## config.mk

```make
export PLATFORM = sky130hd
export DESIGN_NAME = accu_alu_top
export DESIGN_NICKNAME = d
export VERILOG_FILES = /design/src/rtl/accu_pkg.sv /design/src/rtl/accu_addsub.sv /design/src/rtl/accu_muldiv.sv /design/src/rtl/accu_bank_map.sv /design/src/rtl/accu_psw.sv /design/src/rtl/accu_alu_top.sv
export SDC_FILE = /design/constraint.sdc
export NUM_CORES = 1
export LEC_CHECK = 0
export ABC_CLOCK_PERIOD_IN_PS = 15600
export CORE_AREA = 2 2 105 107
export DETAILED_ROUTE_END_ITERATION = 10
export DIE_AREA = 0 0 107 109
export GPL_TIMING_DRIVEN = 0
export HOLD_SLACK_MARGIN = 0.1
export PLACE_DENSITY = 0.82
export SLEW_MARGIN = 20
export SYNTH_ARGS = -nofsm -noshare
export SYNTH_HDL_FRONTEND = slang
export SYNTH_SLANG_ARGS = --single-unit
```

## constraint.sdc

```tcl
create_clock -name clk -period 15.6 [get_ports clk]
set_clock_uncertainty 0.05 [all_clocks]
set_input_delay 3.9 -clock clk [delete_from_list [all_inputs] [get_ports clk]]
set_output_delay 3.9 -clock clk [all_outputs]
set_load 0.01 [all_outputs]
```

## src/rtl/accu_pkg.sv

```systemverilog
package accu_pkg;
  typedef enum logic [2:0] {
    OP_ADD  = 3'd0,
    OP_ADDC = 3'd1,
    OP_SUBB = 3'd2,
    OP_MUL  = 3'd3,
    OP_DIV  = 3'd4,
    OP_LDA  = 3'd5,
    OP_LDB  = 3'd6,
    OP_NOP  = 3'd7
  } accu_op_e;

  localparam int PSW_W     = 8;
  localparam int PSW_CY    = 7;
  localparam int PSW_AC    = 6;
  localparam int PSW_UA    = 5;
  localparam int PSW_RS_HI = 4;
  localparam int PSW_RS_LO = 3;
  localparam int PSW_OV    = 2;
  localparam int PSW_UB    = 1;
  localparam int PSW_PAR   = 0;
endpackage

```

## src/rtl/accu_addsub.sv

```systemverilog
module accu_addsub #(
  parameter int DW = 8
) (
  input  logic [DW-1:0] a,
  input  logic [DW-1:0] b,
  input  logic          sub,
  input  logic          cin,
  output logic [DW-1:0] res,
  output logic          cy,
  output logic          ac,
  output logic          ov
);
  localparam int NW = DW / 2;

  logic [DW:0] full;
  logic [NW:0] nib;

  always_comb begin
    if (sub) begin
      full = {1'b0, a} - {1'b0, b} - {{DW{1'b0}}, cin};
      nib  = {1'b0, a[NW-1:0]} - {1'b0, b[NW-1:0]} - {{NW{1'b0}}, cin};
      ov   = (a[DW-1] != b[DW-1]) && (full[DW-1] != a[DW-1]);
    end else begin
      full = {1'b0, a} + {1'b0, b} + {{DW{1'b0}}, cin};
      nib  = {1'b0, a[NW-1:0]} + {1'b0, b[NW-1:0]} + {{NW{1'b0}}, cin};
      ov   = (a[DW-1] == b[DW-1]) && (full[DW-1] != a[DW-1]);
    end
    res = full[DW-1:0];
    cy  = full[DW];
    ac  = nib[NW];
  end
endmodule

```

## src/rtl/accu_muldiv.sv

```systemverilog
module accu_muldiv #(
  parameter int DW = 8
) (
  input  logic [DW-1:0] a,
  input  logic [DW-1:0] b,
  output logic [DW-1:0] prod_lo,
  output logic [DW-1:0] prod_hi,
  output logic [DW-1:0] quot,
  output logic [DW-1:0] rem,
  output logic          mul_ov,
  output logic          div_zero
);
  localparam int PW = 2 * DW;

  logic [PW-1:0] prod;
  logic [DW-1:0] divisor;

  always_comb begin
    prod     = {{DW{1'b0}}, a} * {{DW{1'b0}}, b};
    prod_lo  = prod[DW-1:0];
    prod_hi  = prod[PW-1:DW];
    mul_ov   = |prod_hi;
    div_zero = (b == '0);
    divisor  = div_zero ? {{(DW-1){1'b0}}, 1'b1} : b;
    quot     = div_zero ? a : (a / divisor);
    rem      = div_zero ? b : (a % divisor);
  end
endmodule

```

## src/rtl/accu_bank_map.sv

```systemverilog
module accu_bank_map #(
  parameter int IDX_W  = 3,
  parameter int BANK_W = 2
) (
  input  logic [BANK_W-1:0]       bank,
  input  logic [IDX_W-1:0]        idx,
  output logic [BANK_W+IDX_W-1:0] addr
);
  assign addr = {bank, idx};
endmodule

```

## src/rtl/accu_psw.sv

```systemverilog
module accu_psw
  import accu_pkg::*;
#(
  parameter int BANK_W = 2
) (
  input  logic             clk,
  input  logic             rst,
  input  logic             arith_en,
  input  logic             ac_en,
  input  logic             arith_cy,
  input  logic             arith_ac,
  input  logic             arith_ov,
  input  logic             wr_en,
  input  logic [PSW_W-1:0] wr_data,
  input  logic             par_nx,
  output logic [PSW_W-1:0] psw
);
  logic              cy_q, ac_q, ua_q, ov_q, ub_q, par_q;
  logic [BANK_W-1:0] rs_q;

  always_ff @(posedge clk) begin
    if (rst) begin
      cy_q  <= 1'b0;
      ac_q  <= 1'b0;
      ua_q  <= 1'b0;
      rs_q  <= '0;
      ov_q  <= 1'b0;
      ub_q  <= 1'b0;
      par_q <= 1'b0;
    end else begin
      if (wr_en) begin
        cy_q <= wr_data[PSW_CY];
        ac_q <= wr_data[PSW_AC];
        ua_q <= wr_data[PSW_UA];
        rs_q <= wr_data[PSW_RS_HI:PSW_RS_LO];
        ov_q <= wr_data[PSW_OV];
        ub_q <= wr_data[PSW_UB];
      end
      if (arith_en) begin
        cy_q <= arith_cy;
        ov_q <= arith_ov;
        if (ac_en) ac_q <= arith_ac;
      end
      par_q <= par_nx;
    end
  end

  assign psw = {cy_q, ac_q, ua_q, rs_q, ov_q, ub_q, par_q};


  wr_only_chk: assert property (@(posedge clk) disable iff (rst)
    (wr_en && !arith_en) |=> (psw[PSW_W-1:1] == $past(wr_data[PSW_W-1:1])));


  arith_wins_chk: assert property (@(posedge clk) disable iff (rst)
    (wr_en && arith_en) |=> (psw[PSW_CY] == $past(arith_cy)) && (psw[PSW_OV] == $past(arith_ov))
                            && (psw[PSW_UA] == $past(wr_data[PSW_UA])));


  ac_hold_chk: assert property (@(posedge clk) disable iff (rst)
    (arith_en && !ac_en && !wr_en) |=> $stable(psw[PSW_AC]));
endmodule

```

## src/rtl/accu_alu_top.sv

```systemverilog
module accu_alu_top
  import accu_pkg::*;
#(
  parameter int DW     = 8,
  parameter int IDX_W  = 3,
  parameter int BANK_W = 2
) (
  input  logic                    clk,
  input  logic                    rst,
  input  logic                    op_valid,
  input  logic [2:0]              op_code,
  input  logic [DW-1:0]           operand,
  input  logic                    psw_we,
  input  logic [PSW_W-1:0]        psw_wdata,
  input  logic [IDX_W-1:0]        reg_idx,
  output logic [DW-1:0]           acc_q,
  output logic [DW-1:0]           b_q,
  output logic [PSW_W-1:0]        psw_q,
  output logic [BANK_W+IDX_W-1:0] ram_addr
);
  localparam int AW = BANK_W + IDX_W;

  accu_op_e      op;
  logic [DW-1:0] as_res, m_lo, m_hi, d_quo, d_rem;
  logic          as_cy, as_ac, as_ov, m_ov, d_zero;
  logic          sub_sel, cin_sel;
  logic [DW-1:0] acc_nx, b_nx;
  logic          arith_en, ac_en, f_cy, f_ov;
  logic [AW-1:0] addr_w;

  assign op      = accu_op_e'(op_code);
  assign sub_sel = (op == OP_SUBB);
  assign cin_sel = (op == OP_ADD) ? 1'b0 : psw_q[PSW_CY];

  accu_addsub #(.DW(DW)) u_addsub (
    .a(acc_q), .b(operand), .sub(sub_sel), .cin(cin_sel),
    .res(as_res), .cy(as_cy), .ac(as_ac), .ov(as_ov)
  );

  accu_muldiv #(.DW(DW)) u_muldiv (
    .a(acc_q), .b(b_q), .prod_lo(m_lo), .prod_hi(m_hi),
    .quot(d_quo), .rem(d_rem), .mul_ov(m_ov), .div_zero(d_zero)
  );

  always_comb begin
    acc_nx   = acc_q;
    b_nx     = b_q;
    arith_en = 1'b0;
    ac_en    = 1'b0;
    f_cy     = 1'b0;
    f_ov     = 1'b0;
    if (op_valid) begin
      unique case (op)
        OP_ADD, OP_ADDC, OP_SUBB: begin
          acc_nx   = as_res;
          arith_en = 1'b1;
          ac_en    = 1'b1;
          f_cy     = as_cy;
          f_ov     = as_ov;
        end
        OP_MUL: begin
          acc_nx   = m_lo;
          b_nx     = m_hi;
          arith_en = 1'b1;
          f_ov     = m_ov;
        end
        OP_DIV: begin
          acc_nx   = d_quo;
          b_nx     = d_rem;
          arith_en = 1'b1;
          f_ov     = d_zero;
        end
        OP_LDA:  acc_nx = operand;
        OP_LDB:  b_nx   = operand;
        default: ;
      endcase
    end
  end

  always_ff @(posedge clk) begin
    if (rst) begin
      acc_q <= '0;
      b_q   <= '0;
    end else begin
      acc_q <= acc_nx;
      b_q   <= b_nx;
    end
  end

  accu_psw #(.BANK_W(BANK_W)) u_psw (
    .clk(clk), .rst(rst),
    .arith_en(arith_en), .ac_en(ac_en),
    .arith_cy(f_cy), .arith_ac(as_ac), .arith_ov(f_ov),
    .wr_en(psw_we), .wr_data(psw_wdata),
    .par_nx(^acc_nx),
    .psw(psw_q)
  );

  accu_bank_map #(.IDX_W(IDX_W), .BANK_W(BANK_W)) u_bank (
    .bank(psw_q[PSW_RS_HI:PSW_RS_LO]), .idx(reg_idx), .addr(addr_w)
  );
  assign ram_addr = addr_w;


  parity_chk: assert property (@(posedge clk) disable iff (rst)
    psw_q[PSW_PAR] == ^acc_q);


  div_zero_chk: assert property (@(posedge clk) disable iff (rst)
    (op_valid && op_code == OP_DIV && b_q == '0) |=>
      (acc_q == $past(acc_q)) && (b_q == $past(b_q)) && psw_q[PSW_OV] && !psw_q[PSW_CY]);


  mul_flag_chk: assert property (@(posedge clk) disable iff (rst)
    (op_valid && op_code == OP_MUL) |=> !psw_q[PSW_CY] && (psw_q[PSW_OV] == (b_q != '0)));


  idle_chk: assert property (@(posedge clk) disable iff (rst)
    ((!op_valid || op_code == OP_NOP) && !psw_we) |=>
      $stable(acc_q) && $stable(b_q) && $stable(psw_q));


  load_flag_chk: assert property (@(posedge clk) disable iff (rst)
    (op_valid && (op_code == OP_LDA || op_code == OP_LDB) && !psw_we) |=>
      $stable(psw_q[PSW_W-1:1]));
endmodule

```

; Yosys cells after proc, flatten, opt, wreduce, memory -nomap -nowiden
; Cells that the tools add are included.
[totals]
regBits = 24
out_inout_bits = 29
wordCells = 67
[classes]
addsub = 8
n_mul = 1
div_mod_pow = 2
n_eq_ne = 11
n_mux = 25
reduce_logical = 11
[ops]
columns = operator, n
row1 = 2-to-1 mux 8 bit, 4
row2 = case mux 8 bit (4 select lines), 1
row3 = case mux 8 bit (3 select lines), 1
row4 = multiplier 8 x 8 -> 16 bit, 1
row5 = 2-to-1 mux 1 bit, 16
row6 = adder 8 x 8 -> 9 bit, 1
row7 = adder 9 x 1 -> 9 bit, 1
row8 = "equality test 3 bit, second input constant", 3
row9 = 2-to-1 mux 9 bit, 1
row10 = subtractor 8 x 8 -> 9 bit, 1
row11 = subtractor 9 x 1 -> 9 bit, 1
row12 = divider 8 x 8 -> 8 bit, 1
row13 = zero test 8 bit, 1
row14 = modulo 8 x 8 -> 8 bit, 1
row15 = OR reduction 8 bit, 1
row16 = parity 8 bit, 1
row17 = "equality test 3 x 2 -> 1 bit, second input constant", 2
row18 = adder 4 x 4 -> 5 bit, 1
row19 = adder 5 x 1 -> 5 bit, 1
row20 = 2-to-1 mux 5 bit, 1
row21 = OR reduction 5 bit, 1
row22 = subtractor 4 x 4 -> 5 bit, 1
row23 = subtractor 5 x 1 -> 5 bit, 1
row24 = "equality test 3 x 1 -> 1 bit, second input constant", 1
row25 = 10 further kinds, 13

; Logic depth before layout (Yosys ltp)
; Gate-level depths: netlist of run 1.
[logic_depth]
depth_word = 9
ltp_mapped = 58
mapped_depth_nobuf = 55

; Modules after synthesis
; From an unflattened synthesis of run 1, not the netlist that was laid out.
[unflattened]
hier_cells = 887
area_unflattened_um2 = 6842.8
[by_module_without_submodules]
columns = mod, instances, cells_per_inst, area_each_um2
row1 = accu_muldiv, 1, 562, 4242.8
row2 = accu_alu_top, 1, 163, 1266.2
row3 = accu_addsub, 1, 121, 933.4
row4 = accu_psw, 1, 36, 362.8
row5 = accu_bank_map, 1, 5, 37.5

; Worst setup path after synthesis of run 1
; No wires, ideal clock.
[synth_path]
path_type = reg2reg
from = reg b_q[7]
to = reg u_psw.par_q
setup_time_ns = 0.128
t_arrival_ns = 10.745
path_slack_ns = 4.676
stages_incl_launch_ff = 53
n_path_buf = 3
synth_period_minus_slack_ns = 10.924
cell_sequence = dfxtp_1 nor4_4 nand2_2 nand2_2 inv_2 buf_6 ha_1 nor3_1 nand2_1 o211ai_1 a21oi_1 ha_1 nand2_1 o21bai_1 a21oi_1 mux2_4 ha_1 o21a_1 [... 17 more ...] ha_1 and3_1 a22oi_2 a21oi_1 a41oi_4 mux2_2 ha_1 o21a_1 o31a_1 o21ai_0 a31o_2 clkbuf_1 o31ai_1 xor2_1 xor2_1 xnor2_1 xnor2_1 nor2b_1
[synth_between]
elab_chain_cells = 7
[synth_rtl]
columns = item, line_no
row1 = start: declaration, accu_alu_top.sv:17  ; output logic [DW-1:0] b_q,
row2 = start signal: assignment, accu_alu_top.sv:86  ; b_q <= b_nx;
row3 = zero test 8 bit, accu_muldiv.sv:23  ; div_zero = (b == '0);
row4 = 2-to-1 mux 8 bit, accu_muldiv.sv:24  ; divisor = div_zero ? {{(DW-1){1'b0}}, 1'b1} : b;
row5 = divider 8 x 8 -> 8 bit, accu_muldiv.sv:25  ; quot = div_zero ? a : (a / divisor);
row6 = 2-to-1 mux 8 bit, accu_muldiv.sv:25
row7 = case mux 8 bit (4 select lines) *, accu_alu_top.sv:53  ; unique case (op)
row8 = 2-to-1 mux 8 bit *, accu_alu_top.sv:52  ; if (op_valid) begin
row9 = parity 8 bit *, accu_alu_top.sv:95  ; .par_nx(^acc_nx),
row10 = end signal: assignment, accu_psw.sv:44  ; par_q <= par_nx;
row11 = end: declaration, accu_psw.sv:18  ; logic cy_q, ac_q, ua_q, ov_q, ub_q, par_q;
; Mark *: on every way between the ends. The rest lies on a longest branch, timed or not.
; A chain may end at the register's enable or synchronous reset.

; Worst setup path in the final report of run 1
[layout_path]
from = reg b_q[1]
to = reg u_psw.par_q
; The elaborated chain is that of the path after synthesis.

==> flow_summary_export.csv, run 1 <==
group,metric,value,unit
outcome,status,"complete, no violations",
setup_path,crit_required,15.75,ns
final_layout,finalNetCount,1042,
setup_path,r2r_cells,52,
min_path,hold_end,"u_psw.ub_q",
grt,first_global_vias,5786,
die,pin_count,55,
grt,gr-total-overflow,0,
die,core,0.0106,mm2
setup_path,rr_startpoint,"b_q[1]",
die,die_area,0.0117,mm2
setup_path,path_class,"register to register",
grt,grt_pass1_wl,29000,um
synth,synth_top_area_cell,"ha_1",
grt,antenna_found_initial,0,
route,m1WireLength,7980,um
synth,synth.net_count,989,
synth,synth_xor_area_share,7.17,%
route,drt_wl_total,18300,um
die,start_util,59.4,%
timing,fin_setup_tns,0,ns
die,die_w,107,um
final_layout,final_common_cell,"nor2_1",
clocking,hold_buffers,0,
timing,slew_viol_final,0,
timing,clock.fmax,0.0754,GHz
setup_path,end_kind,"register",
timing,slew_headroom,48.8,%
synth,synth_adder_area_share,30.7,%
route,num_vias,6270,
timing,tightest_slew,0.765,ns
placed_design,place_hpwl,14800,um
setup_path,arrival,13.41,ns
synth,synth_top_family_by_area,"adder cells",
clocking,clk_pin_slew,0.10,ns
setup_path,cpPeakStageDelay,0.53,ns
min_path,min_path_type,"register to register",
setup_path,ff2ff_setup_slack,2.34,ns
route,wl_met2,7930,um
placed_design,port_buffers,48,
clocking,numCtsBuffers,3,
synth,ys_types,82,
clocking,cts_tree,"built",
synth,synth_mux_area_share,3.77,%
route,drt-pass1-iter-count,8,
synth,synth-simple-area-share,20.3,%
synth,synth-compound-area-share,21.5,%
min_path,min_path_cells,2,
synth,synth_edf_count,0,
synth,synthTopCellsByArea,"ha_1 (18%), fa_1 (13%), dfxtp_1 (7.6%)",
clocking,clkLatencyLatePin,0.29,ns
synth,synthCells,833,
placed_design,place_congestion,0.977,
clocking,cts.sinks,24,
clocking,clock_path_buffers,2,
final_layout,area_growth,11.5,%
die,rows,38,
timing,final-setup-viol-count,0,
route,top_layer,"met4",
clocking,h-tree-depth,1,
synth,synthArstFlopShare,0,%
final_layout,final_cell_mix,"nor2_1 (97), inv_1 (91), ha_1 (89)",
flow_run,max_cap_violations,0,
timing,period_minus_slack,13.26,ns
clocking,cts_root_buf,"clkbuf_8",
setup_path,slowest_stage,"nor3_2",
route,route.detailed.drc,0,
setup_path,start_kind,"register",
route,avgRoutedWirePerCell,17.9,um
setup_path,reg2reg_to,"u_psw.par_q",
synth,syn_area,0.00630,mm2
final_layout,drive_above_1_share,6.21,%
grt,gr-usage-all-layers,31.8,%
route,detail-route-antenna-nets,0,
setup_path,crit_path_frequent_cell,"ha_1",
route,first_iter_violations,464,
clocking,cts_resized,0,
synth,ys_seq_area_share,7.63,%
timing,rsz0062_at_grt,"false",
synth,synth_flop_cell,"dfxtp_1",
route,wl_met3,1700,um
grt,grt_max_degree,15,
route,viasPerCell,6.12,
timing,hold_violations,0,
synth,synth_top_area_share,17.7,%
synth,yosys_warnings,0,
synth,syn_avg_cell_area,7.56,um2
die,die_h,109,um
timing,fin_crit_sh,85.0,%
final_layout,fillers,943,
setup_path,critical_path.max_fanout,11,
min_path,min_from,"u_psw.ub_q",
final_layout,diodes,0,
clocking,post-cts-setup-buffers,0,
synth,synth_seq_cells,24,
==> per-stage QoR <==
step                instance area (um2)  util, %  cells  hold WS (ns)  setup slack [ns]
floorplan                          6300        -    833         0.412              4.68
global placement                   6960     65.6   1021         0.431              2.80
detailed placement                 6960     65.6   1021         0.439              2.68
CTS                                7030     66.3   1025         0.462              2.62
global route                       7030     66.3   1025         0.518              1.61
finish                             7030     66.3   1025         0.454              2.34
==> sequential cells by signal, indices dropped and copies added (netlist names) <==
signal       cells
acc_q            8
b_q              8
u_psw.rs_q       2
u_psw.ac_q       1
u_psw.cy_q       1
u_psw.ov_q       1
u_psw.par_q      1
u_psw.ua_q       1
u_psw.ub_q       1
==> worst max path at each step <==
stage / startpoint / to
after floorplan: b_q[7] / u_psw.par_q
after global placement: b_q[1] / u_psw.par_q
after detailed placement: b_q[1] / u_psw.par_q
after CTS: b_q[1] / u_psw.par_q
after global routing: b_q[7] / u_psw.par_q
final: b_q[1] / u_psw.par_q
==> synth_stat cells, drive strengths merged, types with 6 or more instances <==
| cell | number |
|---|---|
| xnor2 | 33 |
| nand2b | 11 |
| a211oi | 8 |
| mux2i | 14 |
| o21a | 13 |
| fa | 41 |
| o31ai | 6 |
| nor3b | 6 |
| buf | 17 |
| nand2 | 72 |
| a21oi | 60 |
| nand3 | 11 |
| nor2b | 16 |
| mux2 | 8 |
| a21o | 9 |
| clkbuf | 24 |
| a22oi | 10 |
| nor3 | 25 |
| dfxtp | 24 |
| a31oi | 9 |
| nor2 | 99 |
| xor2 | 16 |
| nor4 | 6 |
| ha | 89 |
| o21ai | 39 |
| inv | 93 |
==> worst max-delay path, delay by kind of cell, from the launching register on <==
| family | cells | cell delay [ns] |
|---|---|---|
| XOR/XNOR | 4 | 0.75 |
| adder cells (fa/ha/maj) | 7 | 2.24 |
| multiplexers | 5 | 1.85 |
| flip-flops | 1 | 0.33 |
| AND/OR/NAND/NOR | 9 | 1.87 |
| AO/OA/AOI/OAI | 21 | 4.79 |
| buffers and inverters | 6 | 1.28 |
==> layout make-up <==
class | instances | area (um2) | share of cell area, %
buffer | 41 | 209 | 2.97
tap | 140 | 175 | 2.49
inverter | 94 | 353 | 5.02
sequential | 24 | 480 | 6.84
timing repair buffer | 48 | 480 | 6.84
clock inverter | 1 | 30.0 | 0.427
multi-input combinational | 674 | 5260 | 74.8
clock buffer | 3 | 41.3 | 0.588
==> kinds of logic (layout without fill, tap and decap cells) <==
kind of cell,count (synthesis),after routing
fa+ha+maj,130,130
compound gates,203,203
mux,22,22
simple gates,269,269
xor+xnor,50,50
flops,24,24
buf+inv,135,187
==> per-layer routing <==
layer  global-route usage [%]  vias up
li1                         -     2973
met1                     44.3     2905
met3                     5.02       58
met4                     13.5        0
met5                        0        -
met2                     49.2      334
Power of run 1 is not shown: default switching activity piles up to over one toggle a cycle in this logic, so the estimate is an artifact.
==> run 2, diff against run 1 <==
--- a/config.mk
+++ b/config.mk
@@ -6,13 +6,13 @@
 export NUM_CORES = 1
 export LEC_CHECK = 0
 export ABC_CLOCK_PERIOD_IN_PS = 15600
+export CAP_MARGIN = 10
 export CORE_AREA = 2 2 105 107
 export DETAILED_ROUTE_END_ITERATION = 10
 export DIE_AREA = 0 0 107 109
 export GPL_TIMING_DRIVEN = 0
 export HOLD_SLACK_MARGIN = 0.1
 export PLACE_DENSITY = 0.82
-export SLEW_MARGIN = 20
 export SYNTH_ARGS = -nofsm -noshare
 export SYNTH_HDL_FRONTEND = slang
 export SYNTH_SLANG_ARGS = --single-unit
==> results of run 2 <==
No change in the layout: final DEF, timing and power equal those of run 1.
Power of run 2 is left out for the same reason.
